**src/rtl/atc_pkg.sv**
```systemverilog
package atc_pkg;
   localparam int ATC_ADDR_W = 5;
   localparam logic [ATC_ADDR_W-1:0] ATC_A_RES  = 5'h00;
   localparam logic [ATC_ADDR_W-1:0] ATC_A_LO   = 5'h04;
   localparam logic [ATC_ADDR_W-1:0] ATC_A_HI   = 5'h08;
   localparam logic [ATC_ADDR_W-1:0] ATC_A_INCR = 5'h0C;
   localparam logic [ATC_ADDR_W-1:0] ATC_A_AUX  = 5'h10;
   localparam int ATC_STOP_BIT = 31;
endpackage

```
**src/rtl/atc_tick_gen.sv**
```systemverilog
module atc_tick_gen #(
   parameter int ADD_W  = 24,
   parameter int PER_W  = 8,
   parameter int TIME_W = 64
) (
   input  logic              clk,
   input  logic              rst_n,
   input  logic              run,
   input  logic              incr_wr,
   input  logic [ADD_W-1:0]  add_val,
   input  logic [PER_W-1:0]  period,
   output logic              tick,
   output logic [TIME_W-1:0] step
);
   logic [PER_W-1:0] div_cnt;
   logic             per_ok;
   logic             wrap;

   assign per_ok = (period != '0);
   assign wrap   = per_ok && (div_cnt == period - 1'b1);
   assign tick   = run && wrap;
   assign step   = {{(TIME_W-ADD_W){1'b0}}, add_val};

   always_ff @(posedge clk or negedge rst_n) begin
      if (!rst_n)            div_cnt <= '0;
      else if (incr_wr)      div_cnt <= '0;
      else if (run && per_ok) div_cnt <= wrap ? '0 : div_cnt + 1'b1;
   end

   AST_DIV_RANGE: assert property (@(posedge clk) disable iff (!rst_n)
      per_ok |-> (div_cnt < period));
endmodule

```
**src/rtl/atc_time_core.sv**
```systemverilog
module atc_time_core #(
   parameter int TIME_W = 64,
   parameter int RES_W  = 32
) (
   input  logic              clk,
   input  logic              rst_n,
   input  logic              tick,
   input  logic [TIME_W-1:0] step,
   input  logic              commit,
   input  logic [TIME_W-1:0] load_time,
   input  logic [RES_W-1:0]  load_res,
   output logic [TIME_W-1:0] time_q,
   output logic [RES_W-1:0]  res_q
);
   always_ff @(posedge clk or negedge rst_n) begin
      if (!rst_n) begin
         time_q <= '0;
         res_q  <= '0;
      end else if (commit) begin
         time_q <= load_time;
         res_q  <= load_res;
      end else if (tick) begin
         time_q <= time_q + step;
      end
   end

   AST_COMMIT_LOAD: assert property (@(posedge clk) disable iff (!rst_n)
      commit |=> (time_q == $past(load_time)) && (res_q == $past(load_res)));
   AST_COMMIT_WINS: assert property (@(posedge clk) disable iff (!rst_n)
      (commit && tick) |=> (time_q == $past(load_time)));
   AST_TICK_ADD: assert property (@(posedge clk) disable iff (!rst_n)
      (tick && !commit) |=> (time_q == $past(time_q) + $past(step)));
endmodule

```
**src/rtl/atc_access.sv**
```systemverilog
module atc_access
   import atc_pkg::*;
#(
   parameter int DATA_W      = 32,
   parameter int TIME_W      = 64,
   parameter bit HAS_RESIDUE = 1'b1
) (
   input  logic                  clk,
   input  logic                  rst_n,
   input  logic                  wr_en,
   input  logic [ATC_ADDR_W-1:0] wr_addr,
   input  logic [DATA_W-1:0]     wr_data,
   input  logic                  rd_en,
   input  logic [ATC_ADDR_W-1:0] rd_addr,
   input  logic [TIME_W-1:0]     time_q,
   input  logic [DATA_W-1:0]     res_q,
   output logic [DATA_W-1:0]     rd_data,
   output logic                  commit,
   output logic [TIME_W-1:0]     load_time,
   output logic [DATA_W-1:0]     load_res,
   output logic                  incr_wr,
   output logic [DATA_W-1:0]     incr_q,
   output logic                  run
);
   localparam logic [ATC_ADDR_W-1:0] LOWEST = HAS_RESIDUE ? ATC_A_RES : ATC_A_LO;

   logic [DATA_W-1:0] stage_lo, stage_res, shadow_lo, shadow_hi;
   logic              stop_q;
   logic              cap;

   assign cap       = rd_en && (rd_addr == LOWEST);
   assign commit    = wr_en && (wr_addr == ATC_A_HI);
   assign incr_wr   = wr_en && (wr_addr == ATC_A_INCR);
   assign load_time = {wr_data, stage_lo};
   assign run       = !stop_q;

   generate
      if (HAS_RESIDUE) begin : g_res
         assign load_res = stage_res;
      end else begin : g_nores
         assign load_res = '0;
      end
   endgenerate

   always_ff @(posedge clk or negedge rst_n) begin
      if (!rst_n) begin
         stage_lo  <= '0;
         stage_res <= '0;
         incr_q    <= '0;
         stop_q    <= 1'b0;
      end else if (wr_en) begin
         case (wr_addr)
            ATC_A_RES:  stage_res <= wr_data;
            ATC_A_LO:   stage_lo  <= wr_data;
            ATC_A_INCR: incr_q    <= wr_data;
            ATC_A_AUX:  stop_q    <= wr_data[ATC_STOP_BIT];
            default:    ;
         endcase
      end
   end

   always_ff @(posedge clk or negedge rst_n) begin
      if (!rst_n) begin
         shadow_lo <= '0;
         shadow_hi <= '0;
      end else if (cap) begin
         shadow_lo <= time_q[DATA_W-1:0];
         shadow_hi <= time_q[TIME_W-1:DATA_W];
      end
   end

   always_comb begin
      rd_data = '0;
      case (rd_addr)
         ATC_A_RES:  rd_data = HAS_RESIDUE ? res_q : '0;
         ATC_A_LO:   rd_data = HAS_RESIDUE ? shadow_lo : time_q[DATA_W-1:0];
         ATC_A_HI:   rd_data = shadow_hi;
         ATC_A_INCR: rd_data = incr_q;
         ATC_A_AUX:  rd_data[ATC_STOP_BIT] = stop_q;
         default:    rd_data = '0;
      endcase
   end

   AST_SHADOW_HOLD: assert property (@(posedge clk) disable iff (!rst_n)
      !cap |=> $stable({shadow_hi, shadow_lo}));
endmodule

```
**src/rtl/adj_time_counter.sv**
```systemverilog
module adj_time_counter
   import atc_pkg::*;
#(
   parameter int DATA_W      = 32,
   parameter int TIME_W      = 64,
   parameter int ADD_W       = 24,
   parameter bit HAS_RESIDUE = 1'b1,
   parameter bit FIXED_MODE  = 1'b0,
   parameter int FIXED_STEP  = 8
) (
   input  logic                  clk,
   input  logic                  rst_n,
   input  logic                  wr_en,
   input  logic [ATC_ADDR_W-1:0] wr_addr,
   input  logic [DATA_W-1:0]     wr_data,
   input  logic                  rd_en,
   input  logic [ATC_ADDR_W-1:0] rd_addr,
   output logic [DATA_W-1:0]     rd_data
);
   localparam int PER_W = DATA_W - ADD_W;

   generate
      if (TIME_W != 2 * DATA_W) begin : g_bad_time
         $error("TIME_W must span exactly two data words");
      end
      if (ADD_W < 1 || ADD_W >= DATA_W) begin : g_bad_add
         $error("ADD_W must leave room for a period field");
      end
   endgenerate

   logic              commit, incr_wr, run, tick;
   logic [TIME_W-1:0] load_time, time_q, step;
   logic [DATA_W-1:0] load_res, res_q, incr_q;

   atc_access #(
      .DATA_W(DATA_W), .TIME_W(TIME_W), .HAS_RESIDUE(HAS_RESIDUE)
   ) u_access (
      .clk(clk), .rst_n(rst_n),
      .wr_en(wr_en), .wr_addr(wr_addr), .wr_data(wr_data),
      .rd_en(rd_en), .rd_addr(rd_addr),
      .time_q(time_q), .res_q(res_q), .rd_data(rd_data),
      .commit(commit), .load_time(load_time), .load_res(load_res),
      .incr_wr(incr_wr), .incr_q(incr_q), .run(run)
   );

   generate
      if (FIXED_MODE) begin : g_fixed
         assign tick = run;
         assign step = TIME_W'(FIXED_STEP);

         AST_FIXED_STEP: assert property (@(posedge clk) disable iff (!rst_n)
            (run && !commit) |=> (time_q == $past(time_q) + TIME_W'(FIXED_STEP)));
      end else begin : g_prog
         atc_tick_gen #(
            .ADD_W(ADD_W), .PER_W(PER_W), .TIME_W(TIME_W)
         ) u_tick (
            .clk(clk), .rst_n(rst_n), .run(run), .incr_wr(incr_wr),
            .add_val(incr_q[ADD_W-1:0]), .period(incr_q[DATA_W-1:ADD_W]),
            .tick(tick), .step(step)
         );

         AST_PERIOD_ZERO_HOLD: assert property (@(posedge clk) disable iff (!rst_n)
            ((incr_q[DATA_W-1:ADD_W] == '0) && !commit) |=> $stable(time_q));
      end
   endgenerate

   atc_time_core #(
      .TIME_W(TIME_W), .RES_W(DATA_W)
   ) u_core (
      .clk(clk), .rst_n(rst_n), .tick(tick), .step(step),
      .commit(commit), .load_time(load_time), .load_res(load_res),
      .time_q(time_q), .res_q(res_q)
   );

   AST_STOP_HOLD: assert property (@(posedge clk) disable iff (!rst_n)
      (!run && !commit) |=> $stable(time_q));
endmodule

```
**config.mk**
```make
export PLATFORM = sky130hd
export DESIGN_NAME = adj_time_counter
export DESIGN_NICKNAME = d
export VERILOG_FILES = /design/src/rtl/atc_pkg.sv /design/src/rtl/atc_tick_gen.sv /design/src/rtl/atc_time_core.sv /design/src/rtl/atc_access.sv /design/src/rtl/adj_time_counter.sv
export SDC_FILE = /design/constraint.sdc
export NUM_CORES = 1
export LEC_CHECK = 0
export BUFFER_PORTS_ARGS = -buffer_cell sky130_fd_sc_hd__buf_2
export CAP_MARGIN = 20
export CELL_PAD_IN_SITES_DETAIL_PLACEMENT = 0
export CELL_PAD_IN_SITES_GLOBAL_PLACEMENT = 1
export CORE_MARGIN = 2
export CORE_UTILIZATION = 49
export DETAILED_ROUTE_END_ITERATION = 16
export MAX_ROUTING_LAYER = met4
export PLACE_DENSITY = 0.85
export REMOVE_ABC_BUFFERS = 1
export SLEW_MARGIN = 20
export SYNTH_ARGS = -nofsm -noshare
export SYNTH_HDL_FRONTEND = slang
export SYNTH_SLANG_ARGS = --single-unit
```
**constraint.sdc**
```tcl
create_clock -name clk -period 3.15 [get_ports clk]
set_input_delay 0 -clock clk [delete_from_list [all_inputs] [get_ports clk]]
set_output_delay 0 -clock clk [all_outputs]
set_load 0.01 [all_outputs]
```
==> impl_results.md, run 1 <==
* RR Endpoint: u_core.time_q[58]$_DFFE_PN0P_
* Mean Syn Cell Area at 10.9 µm²
* Iter 0 DRT Violations at 832
* # DRC at 0
* Cell Area, Synth at 13400 µm²
* Measured slew at the worst slew-check pin at around 1000 ps
* YS warnings at 0
* Share of cells above drive strength 1 at 25.6%
* Most frequent cells in the layout: 265 x dfrtp_1, 177 x nand2_1, 163 x mux2_2
* XOR/XNOR Fraction of Synth Area at under 10%
* Worst-path clk slew at roughly 60 ps
* Inserted Clock Buffers at 29
* Clk_lat worst skew at around 560 ps
* Setup CP Type: reg2reg
* ANT cells at 0
* Largest family of logic cells by synthesized area: multiplexers
* Via count at a little under 10000
* Sink Count at ~270
* Final setup viols at 0
* Hold slack final at around 44 ps
* Register area share after synthesis at 49.6%
* Fin nets at ~1400
* Final WL at 34000 µm
* Post-synthesis cell count at ~1200
* Static Leakage at around 7 nW
* Die Span Y at approximately 170 µm
* Vias in the first global route at roughly 9900
* Fin area at roughly 16000 µm²
* CTS tree: built
* Kind of end point of the critical path: register
* Routability cong. at 0.895
* Total power at roughly 12 mW
* MaxCap Viol Count at 0
* Worst R2R Setup Slack at roughly 180 ps
* Synth cell types at 53
* Die area at around 29000 µm²
* Compound-Gate Fraction of Synth Area at a little under a tenth
* Max Slew Vio Count at 0
* Data required time of the worst path at between 3000 and 4000 ps
* Synth Register Bits at ~270
* I/O pin total at between 70 and 80
* Core area at 26900 µm²
* Final period util at a little over nine tenths
* GR Overflow Total at 0
* Unrepaired setup endpoints after global routing: yes
* Slew headroom at 30.5%
* First-pass GRT wire length at 55600 µm
* Post-Synth Adder-Cell Area at between 2 and 3%
* Max Clk Rate at approximately 0.34 GHz
* Min-delay worst type: in2async
* Outcome: complete, no violations
* Routed wire per std cell at 19.8 µm
* WP data arrival at about 3400 ps
* Area growth syn-to-layout at 18.0%
* Primary FF master, synth: dfrtp_1
* DP Cell Count at around 1600
* Gr usage total at 25.2%
* Final Hold Viols at 0
* Initial antenna violation count at 0
* CP Launch Type: register
* Initial core utilization at between 40 and 50%
* Detailed Place HPWL at 22700 µm
* Largest net degree at the start of global routing at between 90 and 100
* Max Clock Skew at roughly 17 ps
* Number of flops mapped to enable cells by yosys at 0
* Commonest non-fill, non-tap cell in the layout: dfrtp_1
* Worst VDD drop at between 0.4 and 0.5 mV
* Drt first pass iters at 6
* Reg2Reg Depth at 10
* RR Startpoint: u_access.incr_q[24]$_DFFE_PN0P_
* Post-synthesis mux area share at roughly 20%
* Final std cells w/o fill at ~1700
* Die Width at 169 µm
* IO buf count at 77
* Longest Clk Path Bufs at 3
* Num rows at 60
* Crit path time final at between 2000 and 3000 ps
* Cell Area, Placed at 14300 µm²
* Final Util at just under 60%
* Antenna viol nets, final at 0
* Htree depth at 1
* Post-synth ARST share at 100%
* Synth Area in Simple Gates at between 10% and 20%
* PwrDens at about 770 nW/µm²
* Via density at between 5 and 6
* Clock root cell: clkbuf_16
* CP Max Fanout at 6
-- metrics by stage --
stage | setup TNS [ps] | setup slack [ps]
2_1_floorplan | -266350 | -3090
3_3_place_gp | 0 | 86.5
3_5_place_dp | -14.6 | -14.6
4_1_cts | 0 | 12.3
5_1_grt | -26.3 | -20.6
6_report | 0 | 175
-- where the power goes --
| part | internal, mW | switching, mW | total [mW] |
|---|---|---|---|
| Combinational | 1.75 | 1.90 | 3.64 |
| Sequential | 4.26 | 0.741 | 5.00 |
| Clock | 2.14 | 1.42 | 3.56 |
| Total | 8.16 | 4.06 | 12.2 |
-- flip-flops by register name, indices dropped and copies added, names as in the netlist --
| name | flops |
|---|---|
| g_prog.u_tick.div_cnt | 8 |
| u_access.incr_q | 32 |
| u_access.load_res | 32 |
| u_access.shadow_hi | 32 |
| u_access.shadow_lo | 32 |
| u_access.stage_lo | 32 |
| u_access.stop_q | 1 |
| u_core.res_q | 32 |
| u_core.time_q | 64 |
-- worst max-delay path, stage by stage (launching register included) --
cell	delay (ps)
dfrtp_1	440
inv_1	100
ha_1	240
nor3b_1	300
o211ai_1	120
a211oi_1	270
nand4_2	170
nor3_4	320
nand4_1	280
o31a_1	360
o31a_1	260
-- synth_stat cells (5+ instances only) --
library cell  instances  area [µm²]
xor2_1               39         342
dfrtp_1             265        6630
and4_1                6        52.6
nor2_1               42         158
ha_1                 27         338
a31oi_1              13        81.3
nand4_1              28         175
nand2_1             177         664
o21ai_0              61         305
mux2_2              163        1840
a21o_1               10        75.1
nor3_1                7        35.0
or4_1                 6        45.0
and3_1               12        75.1
o31ai_1              10        75.1
or3_1                 7        43.8
a21oi_1              45         225
o22ai_1              31         194
o211ai_1              8        60.1
mux2i_1              86         861
nand3_1              27         135
clkbuf_1             59         221
xnor2_1              23         201
nor4_1                5        31.3
nor3b_1               5        37.5
inv_1                12        45.0
buf_1                 7        26.3
-- worst max-delay path by stage --
stage	endpoint	from	slack, ps
after floorplan	u_access.shadow_hi[0]$_DFFE_PN0P_	rd_addr[2]	-3090
after global placement	u_core.time_q[58]$_DFFE_PN0P_	u_core.time_q[0]$_DFFE_PN0P_	90
after CTS	u_core.time_q[58]$_DFFE_PN0P_	u_access.incr_q[0]$_DFFE_PN0P_	10
final	u_core.time_q[58]$_DFFE_PN0P_	u_access.incr_q[24]$_DFFE_PN0P_	180
after detailed placement	u_core.time_q[58]$_DFFE_PN0P_	u_access.incr_q[0]$_DFFE_PN0P_	-10
after global routing	u_core.time_q[56]$_DFFE_PN0P_	u_access.incr_q[24]$_DFFE_PN0P_	-20
-- area by class of cell --
class	count	area, µm²
sequential	265	6630
clock inverter	17	213
clock buffer	37	806
multi-input combinational	882	6490
tap	341	427
timing repair buffer	158	1170
inverter	12	45.0
fill	2262	11100
-- timing repair --
action,in CTS,in global routing
hold buffers,38,0
hold endpoints to repair,217,0
resized for setup,1,6
buffers inserted,0,5
pin swaps,0,3
endpoints found under the setup margin,3,14
-- per-layer routing --
metal | routed length, µm | share of wire [%] | GRT usage [%] | up-vias
met3 | 1360 | 4.0 | 2.61 | 52
met2 | 15700 | 46 | 39.5 | 217
met1 | 16300 | 48 | 36.0 | 4992
met4 | 650 | 1.9 | 5.05 | 0
met5 | 0 | 0 | - | -
li1 | - | - | - | 4661
-- kinds of logic (layout without fill, tap and decap cells) --
| kind of cell | count (synthesis) | in the layout |
|---|---|---|
| muxes | 249 | 249 |
| buffers and inverters | 83 | 224 |
| and+or+nand+nor | 342 | 342 |
| AOI/OAI and AO/OA | 201 | 201 |
| xor gates and xnor gates | 62 | 62 |
| adders and majority gates | 28 | 28 |
| DFF | 265 | 265 |
Note: power is estimated with default switching activity, not from simulation.
==> inputs of run 2 (changes only) <==
PLACE_DENSITY = not set   (was 0.85)
PLACE_DENSITY_LB_ADDON = 0.1   (was not set)
==> run 2 against run 1 <==
Wire length up 2.3%. Sequential share of layout area up 0.12 points. Flip-flop and latch count unchanged. Combinational power about the same. Clock-buffer cell count up 4.
==> impl_results.md, run 2 (synthesized netlist as in run 1, its figures left out) <==
* Core area at about 27000 µm²
* Final setup viols at 0
* Max Slew Vio Count at 0
* Commonest non-fill, non-tap cell in the layout: dfrtp_1
* Unrepaired setup endpoints after global routing: no
* Share of cells above drive strength 1 at between 20% and 30%
* NetSw at roughly 4.0 mW
* Routability cong. at just under 0.9
* Gr usage total at 25.7%
* Initial antenna violation count at 0
* Drt first pass iters at 5
* Antenna viol nets, final at 0
* GR Overflow Total at 0
* PwrDens at roughly 770 nW/µm²
* Final WL at around 35000 µm
* Routed wire per std cell at approximately 20 µm
* CTS tree: built
* Static Leakage at around 7.1 nW
* Fillcell total at roughly 2300
* Die Width at around 170 µm
* Outcome: complete, no violations
* DP Cell Count at 1612
* Initial core utilization at approximately half
* Longest Clk Path Bufs at 3
* Htree depth at 1
* Multi-input logic area at between 6000 and 7000 µm²
* # DRC at 0
* Via count at slightly below 10000
* Max Clock Skew at ~13 ps
* Hold slack final at approximately 110 ps
* Switching fraction of total power at ~33%
* Slew headroom at around 34%
* Via density at around 5.8
* Total power at roughly 12 mW
* Measured slew at the worst slew-check pin at ~1000 ps
* Min-delay worst type: in2async
* Internal at ~8.0 mW
* ANT cells at 0
* Final period util at a little over nine tenths
* CP Launch Type: register
* Sink Count at about 270
* Clock root cell: clkbuf_16
* Detailed Place HPWL at roughly 23000 µm
* Inserted Clock Buffers at 29
* Iter 0 DRT Violations at between 700 and 800
* Die area at 28600 µm²
* Max FFs per register at 64
* WP data arrival at roughly 3400 ps
* Sequential Power Share at roughly 42%
* Final Hold Viols at 0
* PnR worst setup slack at around 140 ps
* I/O pin total at 78
* Worst VDD drop at roughly 0.46 mV
* Die Span Y at about 170 µm
* First-pass GRT wire length at ~56000 µm
* IO buf count at 77
* Place WS at -43.6 ps
* Vias in the first global route at approximately 9800
* Fin nets at ~1400
* Data required time of the worst path at 3580 ps
* FF+latch area at around 6600 µm²
* Most frequent cells in the layout: 265 x dfrtp_1, 177 x nand2_1, 163 x mux2_2
* MaxCap Viol Count at 0
* Register bank with the most flops: u_core.time_q
* Max Clk Rate at roughly 0.33 GHz
* Power share of the combinational group at 30.2%
* Area growth syn-to-layout at 17.7%
* CP Max Fanout at 7
* Final std cells w/o fill at roughly 1700
* Crit path time final at around 3000 ps
* Num rows at 60
* Setup CP Type: reg2reg
* Largest net degree at the start of global routing at 102
* Worst-path clk slew at around 60 ps
* Clk pwr share at ~28%
* Final Util at roughly three fifths
* Kind of end point of the critical path: register
* Clk_lat worst skew at 540 ps
==> run 2: changes by cell type in the layout (fill, tap and decap cells not counted), moves of 2 or more <==
cell,previous run,this run
buf_12,5,9
buf_4,38,31
bufinv_16,4,2
clkbuf_8,5,8
clkinv_2,5,7
clkinv_4,4,1
inv_6,2,0
==> run 2: per-layer routing <==
layer | global-route usage [%] | share of wire, % | up-vias
met2 | 39.2 | 45 | 188
met1 | 38.3 | 50 | 4959
met3 | 2.33 | 3.5 | 40
met5 | - | 0 | -
met4 | 4.35 | 1.3 | 0
li1 | - | - | 4654
==> run 2: repair_timing <==
action / in CTS / in global routing
hold buffers: 37 / 0
endpoints found under the setup margin: 4 / 18
buffers inserted: 0 / 4
hold endpoints to repair: 237 / 0
resized for setup: 2 / 5
pin swaps: 2 / 5
==> run 2: layout make-up <==
cell class	instances	area share, %
sequential	265	42.1
multi-input combinational	882	41.3
timing repair buffer	153	7.46
clock buffer	41	5.41
tap	341	2.71
clock inverter	11	0.708
inverter	12	0.286
==> run 2: power by group through the flow <==
| stage | Sequential [mW] | Clock, mW | Combinational, mW |
|---|---|---|---|
| floorplan | 4.78 | 0 | 2.56 |
| global placement | 5.01 | 0 | 3.49 |
| detailed placement | 5.03 | 0 | 3.53 |
| CTS | 4.98 | 3.47 | 3.61 |
| global route | 5.12 | 3.62 | 4.07 |
| finish | 5.00 | 3.41 | 3.64 |
==> run 2: worst paths after layout <==
kind	startpoint	endpoint	slack, ps	cells after the start
setup / recovery	u_core.time_q[1]$_DFFE_PN0P_	u_core.time_q[39]$_DFFE_PN0P_	140	10
hold / removal	rst_n	u_core.res_q[6]$_DFFE_PN0P_	110	2
setup reg to reg	u_core.time_q[1]$_DFFE_PN0P_	u_core.time_q[39]$_DFFE_PN0P_	140	10
hold reg to reg	u_access.load_res[6]$_DFFE_PN0P_	u_core.res_q[6]$_DFFE_PN0P_	460	2
max in group asynchronous	rst_n	u_core.res_q[17]$_DFFE_PN0P_	2200	3
min in group clk	wr_en	u_core.res_q[15]$_DFFE_PN0P_	210	7
==> run 2: stage by stage <==
step | area (µm²) | TNS [ps]
3_3_place_gp | 14300 | 0
3_5_place_dp | 14300 | -47.3
2_1_floorplan | 13100 | -266350
5_1_grt | 15700 | 0
4_1_cts | 15700 | 0
6_report | 15700 | 0
==> run 2: critical path, cell delays in order, from the launching register on <==
cell      delay, ps
dfrtp_1         420
ha_1            330
a211oi_1        480
o211ai_1        190
a21oi_1         220
o21ai_0         220
a221o_1         380
buf_4           180
nand4_1         120
xnor2_1          80
mux2_2          270
